## src/rtl/spi_ee_pkg.sv

```systemverilog
package spi_ee_pkg;
  localparam logic [7:0] OP_WRITE = 8'h02;
  localparam logic [7:0] OP_READ  = 8'h03;
  localparam logic [7:0] OP_RDSR  = 8'h05;
  localparam logic [7:0] OP_WREN  = 8'h06;

  typedef enum logic [3:0] {
    S_IDLE,
    S_CMD,
    S_ADDR,
    S_WDATA,
    S_WDONE,
    S_RDATA,
    S_RSR,
    S_WREN,
    S_IGNORE
  } state_e;
endpackage

```

## src/rtl/spi_ee_sync.sv

```systemverilog
// Multi-stage synchroniser, STAGES >= 2
module spi_ee_sync #(
  parameter int              WIDTH   = 3,
  parameter int              STAGES  = 2,
  parameter logic [WIDTH-1:0] RST_VAL = '0
) (
  input  logic             clk_i,
  input  logic             rst_ni,
  input  logic [WIDTH-1:0] d_i,
  output logic [WIDTH-1:0] q_o
);
  localparam int TOT_W = STAGES * WIDTH;

  logic [TOT_W-1:0] pipe_q;

  always_ff @(posedge clk_i or negedge rst_ni) begin
    if (!rst_ni) pipe_q <= {STAGES{RST_VAL}};
    else         pipe_q <= {pipe_q[TOT_W-WIDTH-1:0], d_i};
  end

  assign q_o = pipe_q[TOT_W-1 -: WIDTH];
endmodule

```

## src/rtl/spi_ee_edge.sv

```systemverilog
module spi_ee_edge #(
  parameter logic RST_VAL = 1'b0
) (
  input  logic clk_i,
  input  logic rst_ni,
  input  logic sig_i,
  output logic rise_o,
  output logic fall_o
);
  logic prev_q;

  always_ff @(posedge clk_i or negedge rst_ni) begin
    if (!rst_ni) prev_q <= RST_VAL;
    else         prev_q <= sig_i;
  end

  assign rise_o = sig_i & ~prev_q;
  assign fall_o = ~sig_i & prev_q;
endmodule

```

## src/rtl/spi_ee_wtimer.sv

```systemverilog
module spi_ee_wtimer #(
  parameter int CYCLES = 64
) (
  input  logic clk_i,
  input  logic rst_ni,
  input  logic start_i,
  output logic busy_o,
  output logic done_o
);
  localparam int CNT_W = $clog2(CYCLES + 1);

  logic [CNT_W-1:0] cnt_q;
  logic             busy_q;

  always_ff @(posedge clk_i or negedge rst_ni) begin
    if (!rst_ni) begin
      busy_q <= 1'b0;
      cnt_q  <= '0;
    end else if (start_i && !busy_q) begin
      busy_q <= 1'b1;
      cnt_q  <= CNT_W'(CYCLES - 1);
    end else if (busy_q) begin
      if (cnt_q == '0) busy_q <= 1'b0;
      else             cnt_q  <= cnt_q - 1'b1;
    end
  end

  assign busy_o = busy_q;
  assign done_o = busy_q && (cnt_q == '0);
endmodule

```

## src/rtl/spi_ee_mem.sv

```systemverilog
module spi_ee_mem #(
  parameter int ADDR_W = 8,
  parameter int DATA_W = 8
) (
  input  logic              clk_i,
  input  logic              rst_ni,
  input  logic              we_i,
  input  logic [ADDR_W-1:0] waddr_i,
  input  logic [DATA_W-1:0] wdata_i,
  input  logic [ADDR_W-1:0] raddr_i,
  output logic [DATA_W-1:0] rdata_o
);
  localparam int DEPTH = 1 << ADDR_W;

  logic [DATA_W-1:0] mem_q [DEPTH];

  always_ff @(posedge clk_i or negedge rst_ni) begin
    if (!rst_ni) begin
      for (int i = 0; i < DEPTH; i++) mem_q[i] <= '0;
    end else if (we_i) begin
      mem_q[waddr_i] <= wdata_i;
    end
  end

  assign rdata_o = mem_q[raddr_i];
endmodule

```

## src/rtl/spi_ee_ctrl.sv

```systemverilog
module spi_ee_ctrl
  import spi_ee_pkg::*;
#(
  parameter int         ADDR_W  = 8,
  parameter logic [1:0] BP_INIT = 2'b00
) (
  input  logic              clk_i,
  input  logic              rst_ni,
  input  logic              cs_q_i,
  input  logic              cs_rise_i,
  input  logic              cs_fall_i,
  input  logic              sck_rise_i,
  input  logic              sck_fall_i,
  input  logic              mosi_i,
  input  logic              wip_i,
  input  logic              wdone_i,
  input  logic [7:0]        mem_rdata_i,
  output logic [ADDR_W-1:0] mem_raddr_o,
  output logic              wr_start_o,
  output logic [ADDR_W-1:0] wr_addr_o,
  output logic [7:0]        wr_data_o,
  output logic              wel_o,
  output logic              rd_mem_o,
  output logic              miso_o,
  output logic              miso_oe_o
);
  state_e            state_q;
  logic [2:0]        bit_cnt_q;
  logic [2:0]        out_cnt_q;
  logic [7:0]        sh_q;
  logic [7:0]        tx_q;
  logic [ADDR_W-1:0] addr_q;
  logic [7:0]        data_q;
  logic              rd_q;
  logic              wel_q;
  logic              miso_q;

  logic [7:0] new_byte;
  logic       byte_done;
  logic [7:0] status;

  assign new_byte  = {sh_q[6:0], mosi_i};
  assign byte_done = sck_rise_i && (bit_cnt_q == 3'd7);
  assign status    = {4'b0000, BP_INIT[1], BP_INIT[0], wel_q, wip_i};

  // next read address: first byte of a burst comes straight from the shifter
  assign mem_raddr_o = (state_q == S_ADDR) ? new_byte[ADDR_W-1:0]
                                           : addr_q + ADDR_W'(1);

  assign wr_start_o = cs_rise_i && (state_q == S_WDONE) && wel_q && !wip_i;
  assign wr_addr_o  = addr_q;
  assign wr_data_o  = data_q;
  assign wel_o      = wel_q;
  assign rd_mem_o   = (state_q == S_RDATA);
  assign miso_o     = miso_q;
  assign miso_oe_o  = (state_q == S_RDATA) || (state_q == S_RSR);

  always_ff @(posedge clk_i or negedge rst_ni) begin
    if (!rst_ni) begin
      state_q   <= S_IDLE;
      bit_cnt_q <= '0;
      out_cnt_q <= '0;
      sh_q      <= '0;
      tx_q      <= '0;
      addr_q    <= '0;
      data_q    <= '0;
      rd_q      <= 1'b0;
      wel_q     <= 1'b0;
      miso_q    <= 1'b0;
    end else begin
      if (wdone_i) wel_q <= 1'b0;

      if (cs_rise_i) begin
        if (state_q == S_WREN && !wip_i) wel_q <= 1'b1;
        state_q <= S_IDLE;
      end else if (cs_q_i) begin
        state_q <= S_IDLE;
      end else if (cs_fall_i) begin
        state_q   <= S_CMD;
        bit_cnt_q <= '0;
      end else begin
        if (sck_rise_i) begin
          unique case (state_q)
            S_CMD, S_ADDR, S_WDATA: begin
              sh_q      <= new_byte;
              bit_cnt_q <= bit_cnt_q + 3'd1;
              if (byte_done) begin
                if (state_q == S_CMD) begin
                  unique case (new_byte)
                    OP_WREN:  state_q <= wip_i ? S_IGNORE : S_WREN;
                    OP_RDSR: begin
                      state_q   <= S_RSR;
                      tx_q      <= status;
                      out_cnt_q <= '0;
                    end
                    OP_READ: begin
                      state_q <= wip_i ? S_IGNORE : S_ADDR;
                      rd_q    <= 1'b1;
                    end
                    OP_WRITE: begin
                      state_q <= (wip_i || !wel_q) ? S_IGNORE : S_ADDR;
                      rd_q    <= 1'b0;
                    end
                    default:  state_q <= S_IGNORE;
                  endcase
                end else if (state_q == S_ADDR) begin
                  addr_q <= new_byte[ADDR_W-1:0];
                  if (rd_q) begin
                    state_q   <= S_RDATA;
                    tx_q      <= mem_rdata_i;
                    out_cnt_q <= '0;
                  end else begin
                    state_q <= S_WDATA;
                  end
                end else begin
                  data_q  <= new_byte;
                  state_q <= S_WDONE;
                end
              end
            end
            // any further clock after the data byte cancels the write
            S_WDONE: state_q <= S_IGNORE;
            default: ;
          endcase
        end

        if (sck_fall_i && (state_q == S_RDATA || state_q == S_RSR)) begin
          miso_q    <= tx_q[7];
          out_cnt_q <= out_cnt_q + 3'd1;
          if (out_cnt_q == 3'd7) begin
            if (state_q == S_RDATA) begin
              addr_q <= addr_q + ADDR_W'(1);
              tx_q   <= mem_rdata_i;
            end else begin
              tx_q <= status;
            end
          end else begin
            tx_q <= {tx_q[6:0], 1'b0};
          end
        end
      end
    end
  end
endmodule

```

## src/rtl/spi_eeprom_slave.sv

```systemverilog
module spi_eeprom_slave #(
  parameter int         ADDR_W       = 8,
  parameter int         WRITE_CYCLES = 64,
  parameter int         SYNC_STAGES  = 2,
  parameter logic [1:0] BP_INIT      = 2'b00
) (
  input  logic clk_i,
  input  logic rst_ni,
  input  logic cs_ni,
  input  logic sck_i,
  input  logic mosi_i,
  output logic miso_o,
  output logic miso_oe_o
);
  logic [2:0]        pins_q;
  logic              cs_q, sck_q, mosi_q;
  logic              cs_rise, cs_fall, sck_rise, sck_fall;
  logic              wip, wdone, wel, rd_mem, wr_start;
  logic [ADDR_W-1:0] raddr, waddr;
  logic [7:0]        rdata, wdata;

  spi_ee_sync #(
    .WIDTH  (3),
    .STAGES (SYNC_STAGES),
    .RST_VAL(3'b001)
  ) u_sync (
    .clk_i (clk_i),
    .rst_ni(rst_ni),
    .d_i   ({mosi_i, sck_i, cs_ni}),
    .q_o   (pins_q)
  );

  assign cs_q   = pins_q[0];
  assign sck_q  = pins_q[1];
  assign mosi_q = pins_q[2];

  spi_ee_edge #(.RST_VAL(1'b1)) u_cs_edge (
    .clk_i (clk_i),
    .rst_ni(rst_ni),
    .sig_i (cs_q),
    .rise_o(cs_rise),
    .fall_o(cs_fall)
  );

  spi_ee_edge #(.RST_VAL(1'b0)) u_sck_edge (
    .clk_i (clk_i),
    .rst_ni(rst_ni),
    .sig_i (sck_q),
    .rise_o(sck_rise),
    .fall_o(sck_fall)
  );

  spi_ee_ctrl #(
    .ADDR_W (ADDR_W),
    .BP_INIT(BP_INIT)
  ) u_ctrl (
    .clk_i      (clk_i),
    .rst_ni     (rst_ni),
    .cs_q_i     (cs_q),
    .cs_rise_i  (cs_rise),
    .cs_fall_i  (cs_fall),
    .sck_rise_i (sck_rise),
    .sck_fall_i (sck_fall),
    .mosi_i     (mosi_q),
    .wip_i      (wip),
    .wdone_i    (wdone),
    .mem_rdata_i(rdata),
    .mem_raddr_o(raddr),
    .wr_start_o (wr_start),
    .wr_addr_o  (waddr),
    .wr_data_o  (wdata),
    .wel_o      (wel),
    .rd_mem_o   (rd_mem),
    .miso_o     (miso_o),
    .miso_oe_o  (miso_oe_o)
  );

  spi_ee_wtimer #(.CYCLES(WRITE_CYCLES)) u_wtimer (
    .clk_i  (clk_i),
    .rst_ni (rst_ni),
    .start_i(wr_start),
    .busy_o (wip),
    .done_o (wdone)
  );

  // array is committed at cycle start; reads are locked out until it ends
  spi_ee_mem #(
    .ADDR_W(ADDR_W),
    .DATA_W(8)
  ) u_mem (
    .clk_i  (clk_i),
    .rst_ni (rst_ni),
    .we_i   (wr_start),
    .waddr_i(waddr),
    .wdata_i(wdata),
    .raddr_i(raddr),
    .rdata_o(rdata)
  );
endmodule

```

## config.mk

```make
export PLATFORM = sky130hd
export DESIGN_NAME = spi_eeprom_slave
export DESIGN_NICKNAME = d
export VERILOG_FILES = /design/src/rtl/spi_ee_pkg.sv /design/src/rtl/spi_ee_sync.sv /design/src/rtl/spi_ee_edge.sv /design/src/rtl/spi_ee_wtimer.sv /design/src/rtl/spi_ee_mem.sv /design/src/rtl/spi_ee_ctrl.sv /design/src/rtl/spi_eeprom_slave.sv
export SDC_FILE = /design/constraint.sdc
export NUM_CORES = 2
export LEC_CHECK = 0
export ABC_CLOCK_PERIOD_IN_PS = 3400
export BUFFER_PORTS_ARGS = -buffer_cell sky130_fd_sc_hd__buf_2
export CAP_MARGIN = 20
export CORE_MARGIN = 4
export CORE_UTILIZATION = 31
export CTS_BUF_LIST = sky130_fd_sc_hd__clkbuf_8 sky130_fd_sc_hd__clkbuf_16
export CTS_CLUSTER_SIZE = 20
export DETAILED_ROUTE_END_ITERATION = 8
export PLACE_DENSITY = 0.44
export SYNTH_ARGS = -nofsm -noshare
export SYNTH_HDL_FRONTEND = slang
export SYNTH_SLANG_ARGS = --single-unit
export TNS_END_PERCENT = 10
```

## constraint.sdc

```tcl
create_clock -name clk_i -period 3.4 [get_ports clk_i]
set_input_delay 0 -clock clk_i [delete_from_list [all_inputs] [get_ports clk_i]]
set_output_delay 0 -clock clk_i [all_outputs]
set_load 0.01 [all_outputs]
```

==> impl_metrics.tcl <==
set metrics [dict create \
    status "complete, but fails checks" \
    violations "negative setup slack" \
    worst_pin_slew_ps 1170 \
    holdWs_ps 169 \
    finalPower_w 0.0532 \
    end_kind "flop" \
    critical_path_class "reg -> reg" \
    fin_worst_skew_ps 54.8 \
    rsz0062_at_grt "yes" \
    synth.net_count 7768 \
    yosys.area.top_type "dfrtp_1" \
    synth_top_area_share_pct 54.2 \
    drv_cap 0 \
    setup_slack_ps -407 \
    post-route-period-util_pct 112 \
    power.switching_w 0.0126 \
    placed_cell_area_sq_um 110000 \
    r2r_start "u_ctrl.state_q[0]$_DFFE_PN0P_" \
    worstPathCellList "or4b_4, mux2i_4, buf_6, buf_12, nor2_4, buf_12, buf_4, buf_4, a31oi_1, nand4_1, a21oi_1, buf_4, nor4_4, buf_4, a2111o_1, o21ai_1" \
    p_per_area_nw_per_um2 443 \
    stdcell_count 12888 \
    grt_pass1_vias 70648 \
    clock_latency_ps 920 \
    initial_core_util_pct 31.2 \
    die_area_sq_um 323000 \
    vias_per_cell 5.29 \
    cp_max_fo 9 \
    synth_ff_type "dfrtp_1" \
    grt_max_degree 186 \
    synth.avg_cell_area_sq_um 12.5 \
    pwr-share-comb_pct 4.5 \
    overflow 0 \
    crit_path_start "u_ctrl.state_q[0]$_DFFE_PN0P_" \
    yosys_warnings 0 \
    hold_viol_final 0 \
    ys_async_sr_fraction_pct 100 \
    drive_gt1_share_pct 44.4 \
    cts_tree "built" \
    drc 0 \
    p_sw_share_pct 23.6 \
    routed_wirelength_um 360000 \
    cpPeakStageDelay_ps 680 \
    fin_tns_setup_ps -2360 \
    pin_count 7 \
    worst-path-buf-inv 7 \
    yosysUniqueCellTypes 75 \
    p_leak_nw 56.8 \
    maxSlewViolCount 0 \
    period_minus_slack_ps 3810 \
    synth_edf_count 0 \
    cp_top_family "simple AND/OR/NAND/NOR gates" \
    fill_cells 30014 \
    core_area_sq_um 312000 \
    share_seq_of_total_power_pct 47.2 \
    internal-power_w 0.0407 \
    clockRootBuffer "clkbuf_16" \
    ff2ff_setup_slack_ps -410 \
    dp.final_hpwl_um 235000 \
    synth_area_leaders "dfrtp_1, mux2_2, nand2_1" \
    drt_iter0_drc 5149 \
    placed_cells 12344 \
    nNetsFinal 8584 \
    max_freq_mhz 263 \
    netlist_area_sq_um 97300 \
    maxSlewHeadroom_pct 21.7 \
    worst_path_max_delay_cell "or4b_4" \
    drt_pass1_iterations 5 \
    vias 68155 \
    postRouteAntennaNets 0 \
    path_clk_slew_ps 60 \
    antenna_found_initial 18 \
    multi_input_area_sq_um 43000 \
    cts_sinks 2108 \
    grt_pass1_wl_um 525000 \
    die_x_um 568 \
    regArea_sq_um 52800 \
    ys_seq_elements 2108 \
    cts_htree_levels 4 \
    p_clk_share_pct 48.2 \
    cts_made_buffers 241 \
    place_congestion 0.858 \
    seq_area_frac_synth_pct 54.2 \
    clockBufferDepth 4 \
    hp-class "in -> async" \
    max-vdd-ir-drop_mv 0.393 \
    worst_setup_path_start_kind "flop" \
    synthCells 7750 \
    cp.arrival_ps 4600 \
    num_rows 205 \
    routedWlPerCell_um 28.0 \
    syn_to_final_growth_pct 23.5 \
    final-setup-viol-count 8 \
    crit_top_cell "buf_4" \
    final_area_sq_um 120000 \
    track_usage_pct 21.9 \
    portBuffers 6 \
    die_h_um 568 \
    required_ps 4190 \
]
layer usage:
metal	up-vias	global-route usage [%]	share of wire [%]
li1	29464	-	-
met1	36568	31.0	46
met2	1637	35.1	46
met3	482	3.39	5.1
met4	4	5.87	2.8
met5	-	0	0.0080
cell families (layout without fill, tap and decap cells):
kind of cell	Yosys count	count (layout)	synth area share (%)
AOI/OAI and AO/OA	540	540	4.07
xor gates and xnor gates	6	6	0.0540
adders and majority gates	13	13	0.167
buffers and inverters	589	1582	2.63
DFF	2108	2108	54.2
muxes	2470	2470	29.9
other	0	5	0
and+or+nand+nor	2024	2024	8.90
registers in the layout (all words and copies together), names as in the netlist:
name               flops
u_cs_edge.prev_q       1
u_ctrl.bit_cnt_q       3
u_ctrl.miso_o          1
u_ctrl.out_cnt_q       3
u_ctrl.rd_q            1
u_ctrl.sh_q            7
u_ctrl.state_q         4
u_ctrl.tx_q            8
u_ctrl.wel_o           1
u_ctrl.wr_addr_o       8
u_ctrl.wr_data_o       8
u_mem.mem_q         2048
u_sck_edge.prev_q      1
u_sync.pipe_q          6
u_wtimer.busy_o        1
u_wtimer.cnt_q         7
tightest hold or removal path, stage by stage:
cell           delay, ps
dlygate4sd3_1        580
buf_12               390
buf_16               360
layout by cell type, fill, tap and decap left out, types with 21 or more instances in the layout:
master	n
a21oi_1	73
a22oi_1	21
a31oi_1	45
a32o_1	23
a32oi_1	162
and3_1	33
buf_12	146
buf_16	21
buf_4	909
buf_6	41
clkbuf_16	243
clkbuf_8	62
clkinv_2	43
dfrtp_1	2097
inv_1	72
mux2_2	2064
mux2i_1	242
mux4_2	142
nand2_1	1146
nand3_1	324
nand3_2	23
nand4_1	99
nor2_1	291
nor3_1	22
o21ai_0	43
o22ai_1	22
power by group through the flow:
stage | Combinational, W | Sequential, W | Clock [W]
2_1_floorplan | 0.000613 | 0.0256 | 0
3_3_place_gp | 0.00227 | 0.0256 | 0
3_5_place_dp | 0.00228 | 0.0256 | 0
4_1_cts | 0.00244 | 0.0251 | 0.0263
5_1_grt | 0.00259 | 0.0251 | 0.0273
6_report | 0.00242 | 0.0251 | 0.0257
path summary, 6_finish.rpt:
check / to / cells past startpoint
max in group asynchronous: u_mem.mem_q[857]$_DFFE_PN0P_ / 3
worst max register to register: u_ctrl.tx_q[4]$_DFFE_PN0P_ / 16
worst min register to register: u_sync.pipe_q[4]$_DFF_PN0_ / 0
worst min-delay path: u_mem.mem_q[1087]$_DFFE_PN0P_ / 3
min in group clk_i: u_sync.pipe_q[2]$_DFF_PN0_ / 3
worst max-delay path: u_ctrl.tx_q[4]$_DFFE_PN0P_ / 16
cell usage after synthesis, types with 11 or more instances:
cell type  count
clkbuf_1     350
o31ai_1       11
a32oi_1      168
a32o_1        24
buf_1         44
nor3_1        31
a311oi_1      17
a221oi_1      16
a21oi_1       82
nand4_1       99
nor2_1       298
mux4_2       142
mux2_2      2064
dfrtp_1     2105
nand2_1     1150
a31oi_1       61
inv_1         17
nand3_1      348
a22oi_1       27
nor2b_1       11
buf_6         15
ha_1          13
and3_1        36
o22ai_1       24
o21ai_0       51
buf_4         14
mux2i_1      260
buf_2        147
timing repair:
item | 4_1_cts | 5_1_grt
gates cloned | 15 | 2
resized for setup | 200 | 40
pin swaps | 43 | 27
hold buffers | 8 | 0
setup endpoints to repair | 62 | 8
setup buffers | 80 | 20
endpoints found under the hold margin | 888 | 0
layout make-up:
class	instances	share of cell area, %
inverters	17	0.0531
repair buffers	1145	9.43
flip-flops and latches	2108	44.0
multi-input cells	5053	35.8
clock buffers	303	5.73
well taps	4140	4.31
clock inverters	117	0.679
diodes	5	0.0104
per-stage QoR:
stage,util [%],worst slack [ps]
after global placement,35.1,-1010
final,38.5,-407
after CTS,38.3,-270
after global routing,38.5,-388
after floorplan,-,194
after detailed placement,35.1,-939
Note: power is estimated with default switching activity, not from simulation.
